<file path="config.mk">
export PLATFORM = sky130hd
export DESIGN_NAME = spi_regbank_periph
export DESIGN_NICKNAME = d
export VERILOG_FILES = /design/src/rtl/spi_rb_pkg.sv /design/src/rtl/spi_pin_sync.sv /design/src/rtl/spi_frame_shift.sv /design/src/rtl/spi_reg_cmd.sv /design/src/rtl/spi_regbank_periph.sv
export SDC_FILE = /design/constraint.sdc
export NUM_CORES = 1
export LEC_CHECK = 0
export BUFFER_PORTS_ARGS = -buffer_cell sky130_fd_sc_hd__buf_2
export CORE_MARGIN = 4
export CORE_UTILIZATION = 25
export CTS_CLUSTER_DIAMETER = 150
export DETAILED_ROUTE_END_ITERATION = 10
export PLACE_DENSITY = 0.48
export SETUP_SLACK_MARGIN = 0.15
export SYNTH_ARGS = -nofsm -noshare
export SYNTH_HDL_FRONTEND = slang
export SYNTH_SLANG_ARGS = --single-unit
export TNS_END_PERCENT = 100
</file>
<file path="constraint.sdc">
create_clock -name clk -period 2.3 [get_ports clk]
set_input_delay 0.115 -clock clk [delete_from_list [all_inputs] [get_ports clk]]
set_output_delay 0.115 -clock clk [all_outputs]
set_load 0.05 [all_outputs]
</file>
<file path="src/rtl/spi_rb_pkg.sv">
// Shared widths and the command frame layout for the SPI register peripheral.
// Assumes fixed 16-bit frames with a 7-bit byte address field.
package spi_rb_pkg;
    localparam int FRAME_W   = 16;
    localparam int ADDR_W    = 7;
    localparam int BYTE_W    = 8;
    localparam int DATA_W    = 2 * BYTE_W;
    localparam int REG_IDX_W = ADDR_W - 1;
    localparam int REG_N     = 1 << REG_IDX_W;

    // Decoded layout of one host frame, MSB first on the wire.
    typedef struct packed {
        logic              wr;
        logic [ADDR_W-1:0] addr;
        logic [BYTE_W-1:0] data;
    } cmd_t;
endpackage

</file>
<file path="src/rtl/spi_pin_sync.sv">
// Brings sclk, cs_n and mosi into the clk domain through a flop chain and
// derives single-cycle edge strobes. Assumes clk runs at least several times
// faster than sclk, so that every sclk level lasts more than STAGES+1 clk cycles.
module spi_pin_sync #(
    parameter int STAGES = 2
) (
    input  logic clk,
    input  logic rst_n,
    input  logic sclk_i,
    input  logic cs_n_i,
    input  logic mosi_i,
    output logic sclk_rise,
    output logic sclk_fall,
    output logic cs_fall,
    output logic cs_rise,
    output logic cs_low,
    output logic mosi_s
);
    localparam int NPIN = 3;
    // Bit order {mosi, cs_n, sclk}; idle bus has sclk high, cs_n high.
    localparam logic [NPIN-1:0] IDLE = 3'b011;

    logic [NPIN-1:0] pins_raw;
    logic [NPIN-1:0] pins_s;
    logic [NPIN-1:0] pins_q;

    assign pins_raw = {mosi_i, cs_n_i, sclk_i};

    genvar g;
    generate
        for (g = 0; g < NPIN; g++) begin : g_sync
            logic [STAGES-1:0] chain;
            // Shift one pin through its synchronizer chain.
            always_ff @(posedge clk) begin
                if (!rst_n) chain <= {STAGES{IDLE[g]}};
                else        chain <= {chain[STAGES-2:0], pins_raw[g]};
            end
            assign pins_s[g] = chain[STAGES-1];
        end
    endgenerate

    // Hold the previous synchronized levels for edge detection.
    always_ff @(posedge clk) begin
        if (!rst_n) pins_q <= IDLE;
        else        pins_q <= pins_s;
    end

    assign sclk_rise = pins_s[0] & ~pins_q[0];
    assign sclk_fall = ~pins_s[0] & pins_q[0];
    assign cs_fall   = ~pins_s[1] & pins_q[1];
    assign cs_rise   = pins_s[1] & ~pins_q[1];
    assign cs_low    = ~pins_s[1];
    assign mosi_s    = pins_s[2];
endmodule

</file>
<file path="src/rtl/spi_frame_shift.sv">
// Serial engine. It shifts mosi in on rising sclk edges and shifts the reply
// word out on falling edges. The reply is loaded when chip select falls, and
// the first falling edge keeps bit 15. A frame is flagged valid only if
// exactly FRAME_W rising edges came before chip select rose.
module spi_frame_shift
    import spi_rb_pkg::*;
(
    input  logic               clk,
    input  logic               rst_n,
    input  logic               sclk_rise,
    input  logic               sclk_fall,
    input  logic               cs_fall,
    input  logic               cs_rise,
    input  logic               cs_low,
    input  logic               mosi_s,
    input  logic [FRAME_W-1:0] tx_word,
    output logic               miso,
    output logic               frame_valid,
    output logic [FRAME_W-1:0] rx_word
);
    localparam int CNT_MAX = FRAME_W + 1;
    localparam int CNT_W   = $clog2(CNT_MAX + 1);

    logic [FRAME_W-1:0] tx_sr;
    logic [FRAME_W-1:0] rx_sr;
    logic [CNT_W-1:0]   bit_cnt;

    // Load, shift in, shift out and count bits within one chip-select window.
    always_ff @(posedge clk) begin
        if (!rst_n) begin
            tx_sr   <= '0;
            rx_sr   <= '0;
            bit_cnt <= '0;
            miso    <= 1'b0;
        end else if (cs_fall) begin
            tx_sr   <= tx_word;
            miso    <= tx_word[FRAME_W-1];
            bit_cnt <= '0;
        end else if (cs_low) begin
            if (sclk_rise) begin
                rx_sr <= {rx_sr[FRAME_W-2:0], mosi_s};
                if (bit_cnt != CNT_W'(CNT_MAX)) bit_cnt <= bit_cnt + 1'b1;
            end
            if (sclk_fall && (bit_cnt != '0)) begin
                tx_sr <= {tx_sr[FRAME_W-2:0], 1'b0};
                miso  <= tx_sr[FRAME_W-2];
            end
        end
    end

    // Flag a complete frame on the chip-select release.
    always_ff @(posedge clk) begin
        if (!rst_n) frame_valid <= 1'b0;
        else        frame_valid <= cs_rise && (bit_cnt == CNT_W'(FRAME_W));
    end

    assign rx_word = rx_sr;
endmodule

</file>
<file path="src/rtl/spi_reg_cmd.sv">
// Command decoder. Read requests record the target register, and the next
// frame's reply is built from it. Writes pass through a low-byte buffer and
// commit only on the matching high byte. Read-only and reserved registers are
// filtered by the parameter masks. Assumes rf_rdata follows rf_addr in the
// same cycle.
module spi_reg_cmd
    import spi_rb_pkg::*;
#(
    parameter logic [REG_N-1:0] RO_MASK   = '0,
    parameter logic [REG_N-1:0] RSVD_MASK = '0
) (
    input  logic               clk,
    input  logic               rst_n,
    input  logic               frame_valid,
    input  logic [FRAME_W-1:0] rx_word,
    input  logic [DATA_W-1:0]  rf_rdata,
    output logic [FRAME_W-1:0] tx_word,
    output logic [ADDR_W-1:0]  rf_addr,
    output logic               rf_we,
    output logic [DATA_W-1:0]  rf_wdata
);
    cmd_t                 cmd;
    logic [REG_IDX_W-1:0] cmd_idx;
    logic                 writable;

    logic [REG_IDX_W-1:0] rd_idx;
    logic                 rd_seen;
    logic [REG_IDX_W-1:0] low_idx;
    logic [BYTE_W-1:0]    low_byte;
    logic                 low_pend;
    logic [REG_IDX_W-1:0] wr_idx;
    logic                 commit_q;
    logic [DATA_W-1:0]    commit_data;

    assign cmd      = cmd_t'(rx_word);
    assign cmd_idx  = cmd.addr[ADDR_W-1:1];
    assign writable = !RO_MASK[cmd_idx] && !RSVD_MASK[cmd_idx];

    // Remember the register named by the most recent read request.
    always_ff @(posedge clk) begin
        if (!rst_n) begin
            rd_idx  <= '0;
            rd_seen <= 1'b0;
        end else if (frame_valid && !cmd.wr) begin
            rd_idx  <= cmd_idx;
            rd_seen <= 1'b1;
        end
    end

    // Buffer low bytes and issue a one-cycle commit on the matching high byte.
    always_ff @(posedge clk) begin
        if (!rst_n) begin
            low_idx     <= '0;
            low_byte    <= '0;
            low_pend    <= 1'b0;
            wr_idx      <= '0;
            commit_q    <= 1'b0;
            commit_data <= '0;
        end else begin
            commit_q <= 1'b0;
            if (frame_valid && cmd.wr && writable) begin
                if (!cmd.addr[0]) begin
                    low_idx  <= cmd_idx;
                    low_byte <= cmd.data;
                    low_pend <= 1'b1;
                end else if (low_pend && (low_idx == cmd_idx)) begin
                    wr_idx      <= cmd_idx;
                    commit_data <= {cmd.data, low_byte};
                    commit_q    <= 1'b1;
                    low_pend    <= 1'b0;
                end
            end
        end
    end

    assign rf_we    = commit_q;
    assign rf_wdata = commit_data;
    assign rf_addr  = commit_q ? {wr_idx, 1'b0} : {rd_idx, 1'b0};
    assign tx_word  = (rd_seen && !RSVD_MASK[rd_idx]) ? rf_rdata : '0;
endmodule

</file>
<file path="src/rtl/spi_regbank_periph.sv">
// Top level of the SPI byte-addressed register peripheral: pin synchronizer,
// serial engine and command decoder. Assumes the register file outside the
// block answers rf_rdata combinationally for rf_addr.
module spi_regbank_periph
    import spi_rb_pkg::*;
#(
    parameter logic [63:0] RO_MASK     = 64'h0000_0000_0000_000F,
    parameter logic [63:0] RSVD_MASK   = 64'hF000_0000_0000_0000,
    parameter int          SYNC_STAGES = 2
) (
    input  logic              clk,
    input  logic              rst_n,
    input  logic              sclk,
    input  logic              cs_n,
    input  logic              mosi,
    output logic              miso,
    output logic [ADDR_W-1:0] rf_addr,
    output logic              rf_we,
    output logic [DATA_W-1:0] rf_wdata,
    input  logic [DATA_W-1:0] rf_rdata
);
    logic               sclk_rise;
    logic               sclk_fall;
    logic               cs_fall;
    logic               cs_rise;
    logic               cs_low;
    logic               mosi_s;
    logic               frame_valid;
    logic [FRAME_W-1:0] rx_word;
    logic [FRAME_W-1:0] tx_word;

    spi_pin_sync #(.STAGES(SYNC_STAGES)) u_sync (
        .clk       (clk),
        .rst_n     (rst_n),
        .sclk_i    (sclk),
        .cs_n_i    (cs_n),
        .mosi_i    (mosi),
        .sclk_rise (sclk_rise),
        .sclk_fall (sclk_fall),
        .cs_fall   (cs_fall),
        .cs_rise   (cs_rise),
        .cs_low    (cs_low),
        .mosi_s    (mosi_s)
    );

    spi_frame_shift u_shift (
        .clk         (clk),
        .rst_n       (rst_n),
        .sclk_rise   (sclk_rise),
        .sclk_fall   (sclk_fall),
        .cs_fall     (cs_fall),
        .cs_rise     (cs_rise),
        .cs_low      (cs_low),
        .mosi_s      (mosi_s),
        .tx_word     (tx_word),
        .miso        (miso),
        .frame_valid (frame_valid),
        .rx_word     (rx_word)
    );

    spi_reg_cmd #(
        .RO_MASK   (RO_MASK[REG_N-1:0]),
        .RSVD_MASK (RSVD_MASK[REG_N-1:0])
    ) u_cmd (
        .clk         (clk),
        .rst_n       (rst_n),
        .frame_valid (frame_valid),
        .rx_word     (rx_word),
        .rf_rdata    (rf_rdata),
        .tx_word     (tx_word),
        .rf_addr     (rf_addr),
        .rf_we       (rf_we),
        .rf_wdata    (rf_wdata)
    );
endmodule

</file>
==> key figures, run 1 <==
STA
  – Final-report setup violation count: 0
  – Worst-Margin Slew: 0.564 ns
  – Max Clk Rate: ~520 MHz
  – Final period util: 84.0%
  – RSZ-0062 raised after global routing: no
  – Worst Skew: ~0.0072 ns
  – Max-slew headroom: 62.4%
  – Hold Vio Cnt, Final: 0
  – Min Clock Period, post-route: 1.93 ns
  – Worst Hold Slack: 0.0540 ns
  – Final Slew Violations: 0
  – Total negative setup slack: 0 ns

Critical path
  – Setup CP Type: reg -> reg
  – CP arrival: 2.19 ns
  – CP Max Fanout: 30
  – CP startpoint: u_shift.bit_cnt[0]
  – Slowest-stage cell, CP: or4b_4
  – CP Cell Sequence: inv_1 -> ha_1 -> or4b_4 -> a32oi_4 -> buf_12 -> a221oi_1 -> a211oi_2
  – Reg2reg end: u_shift.tx_sr[10]
  – Data required time of the worst path: 2.56 ns
  – CP endpoint kind: flop
  – Reg2reg setup slack: 0.37 ns
  – Worst r2r src: u_shift.bit_cnt[0]
  – CP peak stage delay: 0.49 ns
  – Critical path startpoint category: flop
  – Reg2Reg Depth: 7

Min path
  – WHS Endpoint: u_shift.tx_sr[0]
  – Worst hold start: rf_rdata[0]
  – Hold-critical path depth: 3
  – Min-Delay Path Class: in -> reg

Power
  – Cell Pwr Density: 697 nW/um^2
  – LEAKAGE: 0.00186 uW
  – Maximum vdd drop: 0.000312 V

Finish
  – Multi-input logic area: approximately 1700 um^2
  – Commonest cells after routing, fill and taps aside: 94 x dfxtp_1, 84 x nand2_1, 44 x buf_2, 43 x mux2i_1, 29 x nor2_1
  – Layout cells sized above 1: 23.1%
  – Fillers: 1551
  – Inserted Diodes: 0
  – Register Area: 1880 um^2
  – Commonest non-fill, non-tap cell in the layout: dfxtp_1
  – Nets@finish: 464
  – Area growth, synth to finish: 18.9%

Detailed routing
  – DR DRC count: 0
  – Final ANT Viol Nets: 0
  – Via count: 2819
  – Initial drt markers: between 100 and 150
  – DR vias/cell: ~4.5
  – WL final: 8.12 mm
  – Routed WL per cell: 12.8 um
  – DRT Pass-1 Iters: 4

Clocking
  – CTS tree: done
  – Worst-Skew Late Latency: approximately 0.34 ns
  – Post-CTS setup buffers: 0
  – H-tree level count: 3
  – CTS Sinks: 94
  – Post-CTS Resized: 0
  – Clock Path Buffers: 2
  – Cts bufs inserted: 9
  – Clock transition at the registers of the reported paths: 0.07 ns
  – Root buf cell: clkbuf_16
  – Hold-fix buffers, CTS: 3

Status
  – Outcome: finished clean

GRT
  – Gr usage total: 9.54%
  – Largest net degree at the start of global routing: 59
  – Vias in the first global route: 2816
  – GRT overflow: 0
  – First-pass GRT wire length: 13.7 mm
  – Antenna violations before repair: 0

Flow run
  – Max Cap Viol: 0

Synth
  – Compound-gate portion of the synthesized area: 12.5%
  – Netlist cell types: 35
  – Avg Synthesized Cell Area: 9.56 um^2
  – Post-synthesis sequential area ratio: 49.0%
  – Mux contribution to synthesized area: 13.3%
  – Synth Warn #: 0
  – Syn Nets: 426
  – Synthesized area: 3840 um^2
  – EDFF count, synth: 0
  – Synth Area in Adders: 0.977%
  – Xor and xnor area share after synthesis: 2.05%
  – Post-synthesis simple-gate area fraction: 16.2%
  – Fraction of registers with async set/reset: 0%
  – Post-synthesis cell count: 402
  – Synthesized flop and latch total: between 90 and 100
  – Post-synth top flop: dfxtp_1
  – Largest family of logic cells by synthesized area: simple AND/OR/NAND/NOR gates

Place
  – Gpl congestion: between 0.7 and 0.8
  – HPWL after DPL: between 5 and 6 mm
  – Buffers added on ports: 44

Floorplan
  – Die H: between 100 and 150 um
  – Initial Util: 25.4%
  – Die X-Extent: 132 um
  – Rows: 45
  – Area of the die: 17400 um^2
  – Core Area: roughly 15000 um^2
  – I/O Pins: 46
-- where the power goes --
| group | switching [uW] | internal [uW] | leakage, uW |
|---|---|---|---|
| logic | 76.8 | 46.5 | 0.000974 |
| clock network | 657 | 746 | 0.000130 |
| registers | 9.89 | 1650 | 0.000760 |
-- Yosys cell counts (2+ instances only) --
master / instances / area [um^2]
mux2_2: 7 / 78.8
a221oi_1: 15 / 131
nor4_1: 2 / 12.5
ha_1: 3 / 37.5
nor4_2: 2 / 25.0
inv_1: 19 / 71.3
mux2i_1: 43 / 430
xor2_1: 6 / 52.6
clkbuf_1: 22 / 82.6
o41ai_1: 2 / 17.5
and2_1: 2 / 12.5
buf_4: 3 / 22.5
nand4_1: 3 / 18.8
a211oi_2: 15 / 188
a21oi_1: 18 / 90.1
xnor2_1: 3 / 26.3
dfxtp_1: 94 / 1880
nand2_1: 84 / 315
nor2_1: 29 / 109
nor3b_1: 2 / 15.0
buf_6: 2 / 22.5
nand2b_1: 8 / 50.1
buf_2: 5 / 25.0
nand3_1: 2 / 10.0
-- cells by family after synthesis --
group / count (synthesis)
AO/OA/AOI/OAI: 54
multiplexers: 50
XOR/XNOR: 9
other: 1
buffers and inverters: 52
flip-flops: 94
adder cells (fa/ha/maj): 3
AND/OR/NAND/NOR: 139
-- final cells by class --
type / count / area share, %
tap: 188 / 5.15
clock buffer: 9 / 4.93
timing repair buffer: 59 / 7.73
multi-input combinational: 256 / 38.1
clock inverter: 7 / 1.23
sequential: 94 / 41.2
inverter: 20 / 1.64
-- state kept, by name, indices dropped and copies added (netlist names), 6 cells and up, named ones only --
register,flops
u_cmd.rf_wdata,16
u_shift.tx_sr,15
u_cmd.wr_idx,6
u_shift.rx_word,16
u_cmd.low_idx,6
u_cmd.rd_idx,6
u_sync.g_sync.chain,6
u_cmd.low_byte,8
-- metal layers --
metal,wire [um],track usage [%]
met5,0,0
met4,142,4.61
met3,318,2.33
met2,3700,15.1
met1,3960,12.2
-- through the flow --
stage	utilization [%]	std cells	area, um^2	total power [uW]	setup slack [ns]
CTS	30.2	633	4570	3240	0.356
floorplan	-	402	3840	1780	0.545
finish	30.2	633	4570	3180	0.368
global placement	28.1	614	4260	1810	0.383
detailed placement	28.1	614	4260	1810	0.368
global route	30.2	633	4570	3310	0.214
-- worst max-delay path, delay by kind of cell, from the launching register on --
kind / cells / cell delay, ns
AO/OA/AOI/OAI: 3 / 0.55
flip-flops: 1 / 0.36
AND/OR/NAND/NOR: 1 / 0.49
adder cells (fa/ha/maj): 1 / 0.16
buffers and inverters: 2 / 0.30
-- worst max path at each step --
stage                     depth (start not counted)                 to
after global placement                            5  u_cmd.rf_wdata[8]
after CTS                                         7  u_shift.tx_sr[10]
after detailed placement                          7  u_shift.tx_sr[10]
after floorplan                                   7       u_shift.miso
after global routing                              5  u_cmd.rf_wdata[8]
final                                             7  u_shift.tx_sr[10]
Power figures use the tool's default switching activity.
==> run 2: changes to the inputs <==
Settings changed: ABC_AREA set to 1.
Clock period 2.3 ns to 1.9 ns, I/O delays scaled along.
==> run 2 against run 1 <==
Synthesized area up 2.7%. First-iteration DRC count up 31%. Worst setup slack got worse by 0.026 ns. Clock-buffer cell count grew 1. Critical endpoint is now rf_addr[4].
==> key figures, run 2 <==
Critical path
  – Reg2Reg Depth: 8 (+1)
  – Critical path startpoint category: flop
  – CP arrival: 1.46 ns (-0.73 ns)
  – Data required time of the worst path: 1.80 ns (-0.76 ns)
  – CP peak stage delay: 0.52 ns (+0.03 ns)
  – CP Cell Sequence: mux2_2 -> buf_2
  – CP endpoint kind: primary output
  – Worst r2r src: u_shift.rx_word[14]
  – CP startpoint: u_cmd.rf_we
  – Setup CP Type: reg -> out
  – Slowest-stage cell, CP: dfxtp_1
  – CP Max Fanout: 11 (-63%)

STA
  – Min Clock Period, post-route: between 1.5 and 2 ns
  – Max Clk Rate: ~640 MHz
  – Final-report setup violation count: 0 (unchanged)
  – RSZ-0062 raised after global routing: yes
  – Final Slew Violations: 0 (unchanged)
  – Hold Vio Cnt, Final: 0 (unchanged)
  – Final period util: 82.0%
  – Final WS setup: 0.342 ns (-0.0257 ns)
  – Worst Skew: 0.0126 ns (+0.00542 ns)
  – Total negative setup slack: 0 ns (unchanged)

Detailed routing
  – WL final: 8.59 mm (+5.7%)
  – Via count: 3345 (+19%)
  – Routed WL per cell: 10.8 um (-16%)
  – Final ANT Viol Nets: 0 (unchanged)
  – DR DRC count: 0 (unchanged)
  – DRT Pass-1 Iters: 4 (unchanged)
  – Initial drt markers: 182 (+31%)
  – DR vias/cell: 4.20 (-5.6%)

Synth
  – Post-synthesis cell count: 541 (+35%)
  – Post-synthesis simple-gate area fraction: 29.4% (+13 points)
  – Most frequent cell after synthesis: nand2_1
  – Share of the synthesized area in the top cell type: 47.7% (-1.3 points)
  – Synthesized flop and latch total: 94 (unchanged)
  – Synthesized area: 3950 um^2 (+2.7%)
  – Cell taking the most area after synthesis: dfxtp_1
  – Netlist cell types: 31 (-11%)
  – Avg Synthesized Cell Area: 7.29 um^2 (-24%)
  – Compound-gate portion of the synthesized area: 11.3% (-1.2 points)
  – Xor and xnor area share after synthesis: 0.666% (-1.4 points)
  – Mux contribution to synthesized area: 0.571% (-13 points)
  – Post-synth top flop: dfxtp_1
  – Largest family of logic cells by synthesized area: simple AND/OR/NAND/NOR gates
  – EDFF count, synth: 0 (unchanged)
  – Synth Warn #: 0 (unchanged)
  – Area contributors post-synth: dfxtp_1 48%, nand2_1 13%, nand3_1 7.2%
  – Fraction of registers with async set/reset: 0% (unchanged)
  – Syn Nets: 565 (+33%)
  – Top cells by count, synth: 135 x nand2_1, 94 x dfxtp_1, 59 x nor2_1, 57 x nand3_1, 43 x inv_1
  – Synth Area in Adders: 0.951% (-0.026 points)
  – Post-synthesis sequential area ratio: 47.7% (-1.3 points)

Power
  – Maximum vdd drop: 0.000381 V (+22%)
  – Cell Pwr Density: 861 nW/um^2 (+24%)
  – Total Power: 4060 uW (+28%)
  – LEAKAGE: 0.00210 uW (+13%)

Floorplan
  – Rows: 45 (unchanged)
  – Core Area: 15300 um^2 (+1.1%)
  – Die X-Extent: 134 um (+1.3%)
  – Area of the die: 17900 um^2 (+2.5%)
  – Initial Util: 25.8% (+0.40 points)
  – I/O Pins: 46 (unchanged)
  – Die H: 134 um (+1.3%)

GRT
  – Antenna violations before repair: 0 (unchanged)
  – First-pass GRT wire length: 15.0 mm (+9.4%)
  – Largest net degree at the start of global routing: 48 (-19%)
  – Gr usage total: 10.2% (+0.62 points)
  – Vias in the first global route: 3210 (+14%)
  – GRT overflow: 0 (unchanged)

Finish
  – Layout cells sized above 1: 17.4% (-5.7 points)
  – Cell area after layout: 4720 um^2 (+3.3%)
  – Commonest non-fill, non-tap cell in the layout: nand2_1
  – Nets@finish: 604 (+30%)
  – Inserted Diodes: 0 (unchanged)
  – Commonest cells after routing, fill and taps aside: 135 x nand2_1, 94 x dfxtp_1, 59 x nor2_1, 57 x nand3_1, 44 x buf_2
  – Cell Count, Final, Fillers Out: 796 (+26%)
  – Area growth, synth to finish: 19.6%

Clocking
  – H-tree level count: 3 (unchanged)
  – CTS Sinks: 94 (unchanged)
  – Worst-Skew Late Latency: 0.34 ns (about the same)
  – Clock transition at the registers of the reported paths: 0.07 ns (about the same)
  – Post-CTS setup buffers: 0 (unchanged)
  – Clock Path Buffers: 2 (unchanged)
  – Cts bufs inserted: 9 (unchanged)
  – Root buf cell: clkbuf_16
  – CTS tree: done

Place
  – Buffers added on ports: 44 (unchanged)
  – Gpl congestion: 0.782 (+2.2%)
  – Placed insts: 776 (+26%)
  – Setup WS pre-CTS: 0.317 ns (-0.0511 ns)
  – Dpl cell area: 4360 um^2 (+2.5%)
  – HPWL after DPL: 5.99 mm (+9.1%)

Min path
  – Min-Delay Path Class: in -> reg
  – Hold-critical path depth: 5 (+2)
  – Worst hold start: rf_rdata[7]

Flow run
  – Max Cap Viol: 0 (unchanged)

Status
  – Outcome: finished clean
[run 2: cell count changes in the layout (fill, tap and decap cells not counted), sizes merged, moves of 8 or more]
cell | previous run | this run
a221oi | 15 | 0
nand2b | 8 | 0
a21oi | 18 | 26
a21boi | 0 | 14
nand3 | 2 | 57
mux2i | 43 | 0
nand2 | 84 | 137
a211oi | 15 | 0
nor2 | 29 | 73
inv | 23 | 54
o21ai | 0 | 40
[run 2: final cells by class]
class,instances,area (um^2)
repair buffers,58,360
clock buffers,10,239
flip-flops and latches,94,1880
multi-input cells,364,1700
inverters,53,199
clock inverters,6,75.1
well taps,211,264
fillers,1698,10600
[run 2: layer usage]
metal	wire, um	track usage, %	vias up	part of all wire, %
met1	4400	13.5	1494	51
met3	460	3.78	7	5.4
met5	0	0	-	0
li1	-	-	1784	-
met4	97	2.74	0	1.1
met2	3630	15.6	60	42
[run 2: timing repair]
action,CTS,global route
endpoints found under the hold margin,4,0
endpoints found under the setup margin,0,7
hold buffers,4,0
gates resized for setup,0,1
[run 2: path summary, 6_finish.rpt]
kind / slack [ns] / endpoint
max reg2reg: 0.39 / u_cmd.wr_idx[0]
min reg2reg: 0.42 / u_sync.g_sync[0].chain[1]
max: 0.34 / rf_addr[4]
min: 0.08 / u_shift.tx_sr[7]
[run 2: cell families after synthesis]
logic type / Yosys count
buffers and inverters: 83
adder cells (fa/ha/maj): 3
XOR/XNOR: 3
flip-flops: 94
AND/OR/NAND/NOR: 274
multiplexers: 2
other: 1
AO/OA/AOI/OAI: 81
[run 2: critical path: cells and delay by family (launching register included)]
kind | cells | cell delay (ns)
DFF | 1 | 0.52
buffers and inverters | 1 | 0.21
muxes | 1 | 0.39
[run 2: stage by stage]
step	util, %	hold WS [ns]
2_1_floorplan	-	0.193
3_3_place_gp	28.5	0.292
3_5_place_dp	28.5	0.284
4_1_cts	30.8	0.0707
5_1_grt	30.8	0.0867
6_report	30.8	0.0826
[run 2: power by group]
part / switching (uW) / internal, uW
clock: 804 / 1080
sequential: 12.7 / 1990
combinational: 103 / 73.4
